$ cat src/rtl/adc_seq_pkg.sv
package adc_seq_pkg;

    typedef enum logic [1:0] {
        ST_IDLE   = 2'd0,
        ST_SETTLE = 2'd1,
        ST_STROBE = 2'd2,
        ST_AWAIT  = 2'd3
    } seq_state_t;

    localparam int REG_ADDR_W = 6;
    localparam int REG_W      = 16;
    localparam int CH_W       = 4;

    localparam logic [REG_ADDR_W-1:0] OFS_CTRL   = 6'h06;
    localparam logic [REG_ADDR_W-1:0] OFS_RESULT = 6'h08;
    localparam logic [REG_ADDR_W-1:0] OFS_STATUS = 6'h0E;

    localparam int CTRL_GO_BIT     = 0;
    localparam int CTRL_CH_LSB     = 1;
    localparam int CTRL_SETTLE_BIT = 15;
    localparam int STAT_EOC_BIT    = 2;

endpackage

$ cat src/rtl/adc_seq_timer.sv
module adc_seq_timer #(
    parameter int CYC = 1875
) (
    input  logic clk,
    input  logic rst_n,
    input  logic load,
    output logic expired
);
    localparam int CNT_W = (CYC > 1) ? $clog2(CYC + 1) : 1;
    localparam logic [CNT_W-1:0] LOAD_VAL = CNT_W'(CYC - 1);

    logic [CNT_W-1:0] cnt_q;

    always_ff @(posedge clk) begin
        if (!rst_n) begin
            cnt_q <= '0;
        end else if (load) begin
            cnt_q <= LOAD_VAL;
        end else if (cnt_q != '0) begin
            cnt_q <= cnt_q - 1'b1;
        end
    end

    assign expired = (cnt_q == '0);

    AST_TIMER_STEP: assert property (@(posedge clk) disable iff (!rst_n)
        (!load && cnt_q != '0) |=> (cnt_q == $past(cnt_q) - 1'b1));

endmodule

$ cat src/rtl/adc_seq_fsm.sv
module adc_seq_fsm
    import adc_seq_pkg::*;
#(
    parameter int NUM_CH = 10
) (
    input  logic            clk,
    input  logic            rst_n,
    input  logic            start_req,
    input  logic [CH_W-1:0] req_chan,
    input  logic            req_settle,
    input  logic            adc_data_valid,
    input  logic            settle_expired,
    output logic            settle_load,
    output logic            busy,
    output logic            done,
    output logic            adc_convert,
    output logic [CH_W-1:0] mux_sel
);
    seq_state_t state_q, state_d;
    logic       chan_known_q;
    logic       accept;
    logic       need_settle;

    assign accept      = (state_q == ST_IDLE) && start_req;
    assign need_settle = req_settle || !chan_known_q || (req_chan != mux_sel);

    // next-state logic
    always_comb begin
        state_d = state_q;
        unique case (state_q)
            ST_IDLE:   if (accept) state_d = need_settle ? ST_SETTLE : ST_STROBE;
            ST_SETTLE: if (settle_expired) state_d = ST_STROBE;
            ST_STROBE: state_d = ST_AWAIT;
            ST_AWAIT:  if (adc_data_valid) state_d = ST_IDLE;
            default:   state_d = ST_IDLE;
        endcase
    end

    // state register and channel memory
    always_ff @(posedge clk) begin
        if (!rst_n) begin
            state_q      <= ST_IDLE;
            chan_known_q <= 1'b0;
            mux_sel      <= '0;
        end else begin
            state_q <= state_d;
            if (accept) begin
                chan_known_q <= 1'b1;
                mux_sel      <= req_chan;
            end
        end
    end

    // outputs
    always_comb begin
        adc_convert = 1'b0;
        busy        = 1'b1;
        done        = 1'b0;
        settle_load = 1'b0;
        unique case (state_q)
            ST_IDLE: begin
                busy        = 1'b0;
                settle_load = accept && need_settle;
            end
            ST_SETTLE: ;
            ST_STROBE: adc_convert = 1'b1;
            ST_AWAIT:  done = adc_data_valid;
            default:   busy = 1'b0;
        endcase
    end

    AST_STROBE_SINGLE: assert property (@(posedge clk) disable iff (!rst_n)
        adc_convert |=> !adc_convert);
    AST_SETTLE_EXIT: assert property (@(posedge clk) disable iff (!rst_n)
        (state_q == ST_SETTLE && settle_expired) |=> adc_convert);
    AST_BUSY_IGNORES_START: assert property (@(posedge clk) disable iff (!rst_n)
        (busy && start_req) |=> $stable(mux_sel));
    AST_MUX_IN_RANGE: assert property (@(posedge clk) disable iff (!rst_n)
        int'(mux_sel) < NUM_CH);

endmodule

$ cat src/rtl/adc_seq_regs.sv
module adc_seq_regs
    import adc_seq_pkg::*;
#(
    parameter int NUM_CH = 10,
    parameter int DATA_W = 16
) (
    input  logic                  clk,
    input  logic                  rst_n,
    input  logic                  wr_en,
    input  logic [REG_ADDR_W-1:0] wr_addr,
    input  logic [REG_W-1:0]      wr_data,
    input  logic [REG_ADDR_W-1:0] rd_addr,
    output logic [REG_W-1:0]      rd_data,
    input  logic                  busy,
    input  logic                  done,
    input  logic [DATA_W-1:0]     sample,
    input  logic [CH_W-1:0]       mux_sel,
    output logic                  start_req,
    output logic [CH_W-1:0]       req_chan,
    output logic                  req_settle
);
    logic              eoc_q;
    logic              settle_last_q;
    logic [DATA_W-1:0] result_q;
    logic              ctrl_wr;
    logic              eoc_clr;

    assign ctrl_wr    = wr_en && (wr_addr == OFS_CTRL);
    assign req_chan   = wr_data[CTRL_CH_LSB +: CH_W];
    assign req_settle = wr_data[CTRL_SETTLE_BIT];
    assign start_req  = ctrl_wr && wr_data[CTRL_GO_BIT] && (int'(req_chan) < NUM_CH);
    assign eoc_clr    = wr_en && (wr_addr == OFS_STATUS) && wr_data[STAT_EOC_BIT];

    always_ff @(posedge clk) begin
        if (!rst_n) begin
            eoc_q         <= 1'b0;
            settle_last_q <= 1'b0;
            result_q      <= '0;
        end else begin
            if (done) begin
                eoc_q    <= 1'b1;
                result_q <= sample;
            end else if (eoc_clr) begin
                eoc_q <= 1'b0;
            end
            if (start_req && !busy) settle_last_q <= req_settle;
        end
    end

    always_comb begin
        rd_data = '0;
        unique case (rd_addr)
            OFS_CTRL: begin
                rd_data[CTRL_GO_BIT]            = busy;
                rd_data[CTRL_CH_LSB +: CH_W]    = mux_sel;
                rd_data[CTRL_SETTLE_BIT]        = settle_last_q;
            end
            OFS_RESULT: rd_data[DATA_W-1:0]     = result_q;
            OFS_STATUS: rd_data[STAT_EOC_BIT]   = eoc_q;
            default:    rd_data = '0;
        endcase
    end

    AST_EOC_COMPLETION_WINS: assert property (@(posedge clk) disable iff (!rst_n)
        done |=> eoc_q);
    AST_EOC_CLEAR: assert property (@(posedge clk) disable iff (!rst_n)
        (eoc_clr && !done) |=> !eoc_q);
    AST_RESULT_HOLD: assert property (@(posedge clk) disable iff (!rst_n)
        !done |=> $stable(result_q));

endmodule

$ cat src/rtl/adc_conv_seq.sv
module adc_conv_seq
    import adc_seq_pkg::*;
#(
    parameter int CLK_MHZ   = 125,
    parameter int SETTLE_US = 15,
    parameter int NUM_CH    = 10,
    parameter int DATA_W    = 16
) (
    input  logic                  clk,
    input  logic                  rst_n,
    input  logic                  reg_wr_en,
    input  logic [REG_ADDR_W-1:0] reg_wr_addr,
    input  logic [REG_W-1:0]      reg_wr_data,
    input  logic [REG_ADDR_W-1:0] reg_rd_addr,
    output logic [REG_W-1:0]      reg_rd_data,
    output logic [CH_W-1:0]       adc_mux_sel,
    output logic                  adc_convert,
    input  logic                  adc_data_valid,
    input  logic [DATA_W-1:0]     adc_data
);
    localparam int SETTLE_CYC = CLK_MHZ * SETTLE_US;

    logic            start_req;
    logic [CH_W-1:0] req_chan;
    logic            req_settle;
    logic            busy;
    logic            done;
    logic            settle_load;
    logic            settle_expired;

    adc_seq_regs #(.NUM_CH(NUM_CH), .DATA_W(DATA_W)) u_regs (
        .clk        (clk),
        .rst_n      (rst_n),
        .wr_en      (reg_wr_en),
        .wr_addr    (reg_wr_addr),
        .wr_data    (reg_wr_data),
        .rd_addr    (reg_rd_addr),
        .rd_data    (reg_rd_data),
        .busy       (busy),
        .done       (done),
        .sample     (adc_data),
        .mux_sel    (adc_mux_sel),
        .start_req  (start_req),
        .req_chan   (req_chan),
        .req_settle (req_settle)
    );

    adc_seq_fsm #(.NUM_CH(NUM_CH)) u_fsm (
        .clk            (clk),
        .rst_n          (rst_n),
        .start_req      (start_req),
        .req_chan       (req_chan),
        .req_settle     (req_settle),
        .adc_data_valid (adc_data_valid),
        .settle_expired (settle_expired),
        .settle_load    (settle_load),
        .busy           (busy),
        .done           (done),
        .adc_convert    (adc_convert),
        .mux_sel        (adc_mux_sel)
    );

    adc_seq_timer #(.CYC(SETTLE_CYC)) u_timer (
        .clk     (clk),
        .rst_n   (rst_n),
        .load    (settle_load),
        .expired (settle_expired)
    );

endmodule

$ cat config.mk
export PLATFORM = sky130hd
export DESIGN_NAME = adc_conv_seq
export DESIGN_NICKNAME = d
export VERILOG_FILES = /design/src/rtl/adc_seq_pkg.sv /design/src/rtl/adc_seq_timer.sv /design/src/rtl/adc_seq_fsm.sv /design/src/rtl/adc_seq_regs.sv /design/src/rtl/adc_conv_seq.sv
export SDC_FILE = /design/constraint.sdc
export NUM_CORES = 1
export LEC_CHECK = 0
export BUFFER_PORTS_ARGS = -buffer_cell sky130_fd_sc_hd__buf_2
export CAP_MARGIN = 15
export CORE_MARGIN = 2
export CORE_UTILIZATION = 53
export CTS_CLUSTER_DIAMETER = 80
export DETAILED_ROUTE_END_ITERATION = 8
export PLACE_DENSITY = 0.9
export SETUP_SLACK_MARGIN = 0.5
export SLEW_MARGIN = 20
export SYNTH_ARGS = -nofsm -noshare
export SYNTH_HDL_FRONTEND = slang
export SYNTH_SLANG_ARGS = --single-unit
$ cat constraint.sdc
create_clock -name clk -period 5.5 [get_ports clk]
set_clock_uncertainty 0.15 [all_clocks]
set_input_delay 0.55 -clock clk [delete_from_list [all_inputs] [get_ports clk]]
set_output_delay 0.55 -clock clk [all_outputs]
set_load 0.02 [all_outputs]
Word level (Yosys, flattened, before mapping)
Cells that the tools add are included.
W data, S select, Z words.
{ "word_totals": {"regBits": 36, "input_bits": 48, "output_inout_bits": 21, "word_cells": 58} }
{ "op_classes": {"addsub": 1, "n_lt_le_gt_ge": 1, "n_eq_ne": 12, "mux": 18, "bitwise_logic": 1, "reduce_logical": 17} }
{ "op_table": {"columns": ["op", "count"], "rows": [
  ["$mux W11", 2],
  ["$eq A6 B4 Y1 const B", 3],
  ["$eq A6 B3 Y1 const B", 2],
  ["$logic_not A11 Y1", 1],
  ["$reduce_bool A11 Y1", 1],
  ["$sub A11 B1 Y11 const B", 1],
  ["$mux W10", 1],
  ["$mux W2", 4],
  ["$pmux W2 S2", 2],
  ["$pmux W2 S4", 1],
  ["$logic_and A1 B1 Y1", 7],
  ["$mux W1", 6],
  ["$eq A2 B2 Y1 const B", 2],
  ["$lt A4 B4 Y1 const B", 1],
  ["$ne A2 B2 Y1 const B", 2],
  ["$ne A4 B4 Y1", 1],
  ["$reduce_bool A2 Y1", 2],
  ["$pmux W1 S3", 1],
  ["$reduce_and A3 Y1", 1],
  ["$eq A2 B1 Y1 const B", 1],
  ["$logic_not A2 Y1", 1],
  ["$logic_or A1 B1 Y1", 2],
  ["$ne A2 B1 Y1 const B", 1],
  ["$pmux W1 S2", 1],
  ["3 further kinds", 3]
]} }

Longest topological paths before layout
{ "logic_depth": {"ltp_word": 8, "depth_mapped": 6, "depth_no_buf": 6} }

By module
From an unflattened synthesis, not the netlist that was laid out.
{ "unflattened": {"hier_cells": 218, "area_unflattened_um2": 2057.0} }
{ "by_module_without_submodules": {"columns": ["mod", "instances", "cells_per_inst", "area_per_inst_um2", "seq_area_each_um2"], "rows": [
  ["adc_seq_regs", 1, 95, 947.2, 360.3],
  ["adc_seq_timer", 1, 70, 653.1, 220.2],
  ["adc_seq_fsm", 1, 53, 456.7, 140.1]
]} }

Worst setup path before layout
OpenSTA, ideal clock, no wires.
{ "synth_path": {"path_type": "in2out", "startpoint": "input port reg_rd_addr[0]", "endpoint": "output port reg_rd_data[2]", "t_arrival_ps": 1621, "required_ps": 4800, "setup_slack_ps": 3179, "stages": 6, "n_path_buf": 2, "cell_sequence": "nor3_1 and3_1 clkbuf_1 clkbuf_1 nand2_1 o21ai_0"} }
{ "synth_via": {"elab_chain_cells": 2, "elab_cells_between_ends": 4, "classes_between": "3 x eq/ne; 1 x mux"} }
{ "synth_rtl": {"columns": ["item", "line", "text"], "rows": [
  ["start: declaration", "adc_conv_seq.sv:14", "input logic [REG_ADDR_W-1:0] reg_rd_addr,"],
  ["$eq A6 B4 Y1 / $eq A6 B3 Y1 (equally long branches)", "adc_seq_regs.sv:52", "unique case (rd_addr)"],
  ["$pmux W1 S3 *", "adc_seq_regs.sv:52", null],
  ["end: declaration", "adc_conv_seq.sv:15", "output logic [REG_W-1:0] reg_rd_data,"]
]} }
Mark *: on every way between the ends. The rest lies on a longest branch, timed or not.

Worst setup path after layout
{ "layout_path": {"startpoint": "register u_fsm.state_q[1]", "endpoint": "output port reg_rd_data[0]"} }
{ "layout_via": {"elab_chain_cells": 3} }
{ "layout_rtl": {"columns": ["item", "line", "text"], "rows": [
  ["start: declaration", "adc_seq_fsm.sv:19", "seq_state_t state_q, state_d;"],
  ["start signal: assignment", "adc_seq_fsm.sv:46", "state_q <= state_d;"],
  ["$logic_not A2 Y1", "adc_seq_fsm.sv:60", "unique case (state_q)"],
  ["$mux W1", "adc_seq_fsm.sv:60", null],
  ["$pmux W2 S2", "adc_seq_regs.sv:52", null]
]} }
No other way between the ends.

==> key figures <==
Outcome
  – Outcome: finished, final reports clean

CTS
  – Clock latency on the worst-skew pair: 350 ps
  – Number of levels in the clock H-tree: 2
  – Clock edge transition at the registers on the reported setup and hold paths: 110 ps
  – TritonCTS clock tree: done
  – Count of buffers added by post-CTS timing repair for setup: 0
  – Post-CTS Hold Buffers: 0
  – Total clock buffers created by CTS: 5
  – Clock Sinks: 36
  – Root buffer cell: clkbuf_4
  – Number of resized instances in the post-cts repair step: 0
  – Number of buffers on the longest clock path: 2

Synthesis
  – Flop and latch count out of synthesis: 36
  – Count of flip-flops with a built-in enable after synthesis: 0
  – Most instantiated flip-flop cell in the synthesis netlist: dfxtp_1
  – Adder-cell share of the synthesized area: 0.0329
  – Post-synth top area cell: dfxtp_1
  – Synthesized area per cell: 8.52 µm²
  – Synth unique cells: 46
  – Most frequent cells after synthesis: dfxtp_1 (36), nand2_1 (35), a21oi_1 (24)
  – Post-synthesis compound-gate area fraction: 0.235
  – Synth async-reset ratio: 0
  – Warnings, synthesis: 0
  – Portion of synthesized cell area occupied by the leading cell type: 0.379
  – Total nets after synthesis: 276
  – Post-Synthesis Cells: 223
  – Post-Synth Simple-Gate Area: 0.250
  – Sequential-to-total area share from yosys stat: 0.379
  – Main combinational cell family by area after synthesis: simple AND/OR/NAND/NOR gates
  – Netlist area before placement: 0.00190 mm²
  – Top-count cell post-synth: dfxtp_1
  – Fraction of synthesized cell area in xor and xnor cells: 0.0461
  – Post-synthesis mux area share: 0.0165
  – Top post-synthesis cells by area: dfxtp_1 (38%), nand2_1 (6.9%), a21oi_1 (6.3%)

Die
  – Initial cell density of the core: 0.561
  – Width of the die: 63.9 µm
  – Top-level I/O count: 69
  – Total number of placement rows: 21
  – Die Ht: 63.9 µm
  – Core box area: 0.00339 mm²
  – Floorplan die area: 0.00408 mm²

Timing
  – Worst slew margin relative to its limit: 0.386
  – Share of the clock period used by the worst path after layout: 0.475
  – Time the worst path needs with I/O delays and setup: 2610 ps
  – Post-layout worst setup margin: 2890 ps
  – Final setup violating endpoints: 0
  – Worst-Margin Slew: 920 ps
  – Final TNS setup: 0 ps
  – RSZ-0062 raised after global routing: no
  – Final slew viol count: 0
  – Max Fclk: 383 MHz
  – Hold violation count in the final report: 0

Worst setup path
  – Delay contributed by the slowest stage of the critical path: 420 ps
  – Crit path kind: flop to primary output
  – Critical Path Slowest Stage Cell: ha_1
  – Category of the worst setup path launch point: flop
  – Maximum fanout count along the critical path: 11
  – Cell-by-cell listing of the critical path: inv_1 -> ha_1 -> inv_1 -> a22o_1 -> buf_2
  – Crit path top cell by count: inv_1
  – Required @ worst endpoint: 4800 ps
  – Arrival time reported for the critical path endpoint: 1910 ps
  – Critical Path Sink Type: primary output

Route
  – Number of remaining DRC errors: 0
  – Antenna Nets Post-Route: 0
  – Router iterations before antenna repair: 4
  – Detailed-route vias per instance: 5.51
  – Total number of vias: 1780
  – Mean routed wirelength per cell: 12.8 µm
  – Iter 0 DRT Violations: 140
  – Aggregate routed wire length: 4140 µm

Pwr
  – Ratio of total power to cell area: 383 mW/mm²
  – Design Power: 0.867 mW
  – Cell leakage power: 0.954 nW
  – Peak supply drop: 0.230 mV

Placement
  – Buffers added on ports: 58
  – Post-detailed-placement half-perimeter wirelength: 3000 µm
  – Placed instance count: 315
  – Cell area reported after detailed placement: 0.00221 mm²
  – Place WS: 3000 ps
  – Final Wtd Congestion: 0.780

Layout
  – Fraction of final layout cells sized beyond drive strength 1: 0.292
  – Antenna fix cells: 0
  – Final cell count without fillers: 323
  – Post-layout instance area: 0.00226 mm²
  – Area growth from synthesis to layout: 19.2%
  – NumNets Final: 329

Global route
  – Largest net degree at the start of global routing: 31
  – Antenna violations before repair: 0
  – Global Route Usage Sum: 0.216
  – Vias in the first global route: 1612
  – Global-route wire length before repair: 6980 µm
  – Sum of overflow across all layers after global routing: 0

Worst hold path
  – Hold Crit Class: input pin to flop

Flow run
  – Number of violations of the max-capacitance limit: 0
[layer usage]
layer | vias to the layer above | share of wire | GRT usage
met5 | - | 0 | 0
met4 | 0 | 0.016 | 0.0897
met3 | 8 | 0.060 | 0.0581
met2 | 57 | 0.48 | 0.372
met1 | 814 | 0.45 | 0.250
li1 | 901 | - | -
[where the power goes]
part / total (mW) / internal (mW) / switching, mW
Combinational: 0.372 / 0.181 / 0.192
Clock: 0.142 / 0.0490 / 0.0931
Sequential: 0.353 / 0.300 / 0.0527
Total: 0.867 / 0.530 / 0.338
[cell families (layout without fill, tap and decap cells)]
logic type | Yosys count | count (layout)
AND/OR/NAND/NOR | 87 | 87
buffers and inverters | 20 | 74
AO/OA/AOI/OAI | 62 | 62
multiplexers | 3 | 3
XOR/XNOR | 10 | 10
flip-flops | 36 | 36
adder cells (fa/ha/maj) | 5 | 5
[registers in the layout (all words and copies together) (netlist names)]
register / cells
u_timer.cnt_q: 11
u_fsm.chan_known_q: 1
u_regs.settle_last_q: 1
u_fsm.mux_sel: 4
u_fsm.state_q: 2
u_regs.result_q: 16
u_regs.eoc_q: 1
[metrics by stage]
stage                     utilization  hold slack [ps]
after global routing            0.668              254
after CTS                       0.668              266
after global placement          0.652              287
after detailed placement        0.652              292
after floorplan                     -              279
final                           0.668              271
[placed cells by master, fill, tap and decap left out, types with 2 or more instances in the layout]
| master | count |
|---|---|
| buf_2 | 58 |
| dfxtp_1 | 36 |
| nand2_1 | 35 |
| a21oi_1 | 24 |
| and2_1 | 12 |
| inv_1 | 8 |
| nor3_1 | 7 |
| nand3_1 | 7 |
| o21ai_0 | 7 |
| nor2_1 | 6 |
| xnor2_1 | 6 |
| a22o_1 | 5 |
| o31a_1 | 5 |
| o21a_1 | 5 |
| ha_1 | 5 |
| clkbuf_4 | 5 |
| nor2b_1 | 4 |
| xor2_1 | 4 |
| nor3_2 | 3 |
| a2111oi_2 | 3 |
| and3_1 | 2 |
| mux2i_1 | 2 |
| a31oi_1 | 2 |
| a21boi_1 | 2 |
| clkinv_2 | 2 |
[path summary, 6_finish.rpt]
check                                                 startpoint                          endpoint  slack (ps)  cells after the start
worst max-delay path               u_fsm.state_q[1]$_SDFFE_PN0P_                    reg_rd_data[0]        2890                      5
worst min-delay path                                 adc_data[9]   u_regs.result_q[9]$_SDFFE_PN0P_         270                      3
worst max register to register     u_fsm.state_q[1]$_SDFFE_PN0P_    u_timer.cnt_q[10]$_SDFFE_PN0P_        3170                      5
worst min register to register  u_regs.result_q[10]$_SDFFE_PN0P_  u_regs.result_q[10]$_SDFFE_PN0P_         310                      2
[area by class of cell]
cell class / instances / area (µm²)
tap: 46 / 57.6
sequential: 36 / 721
multi-input combinational: 167 / 1110
fill: 276 / 1120
clock inverter: 3 / 18.8
timing repair buffer: 58 / 290
inverter: 8 / 30.0
clock buffer: 5 / 37.5
[critical path: cells and delay by family (launching register included)]
kind                     cells  cell delay [ps]
flip-flops                   1              360
buffers and inverters        3              520
AO/OA/AOI/OAI                1              260
adder cells (fa/ha/maj)      1              420
Note: power is estimated with default switching activity, not from simulation.
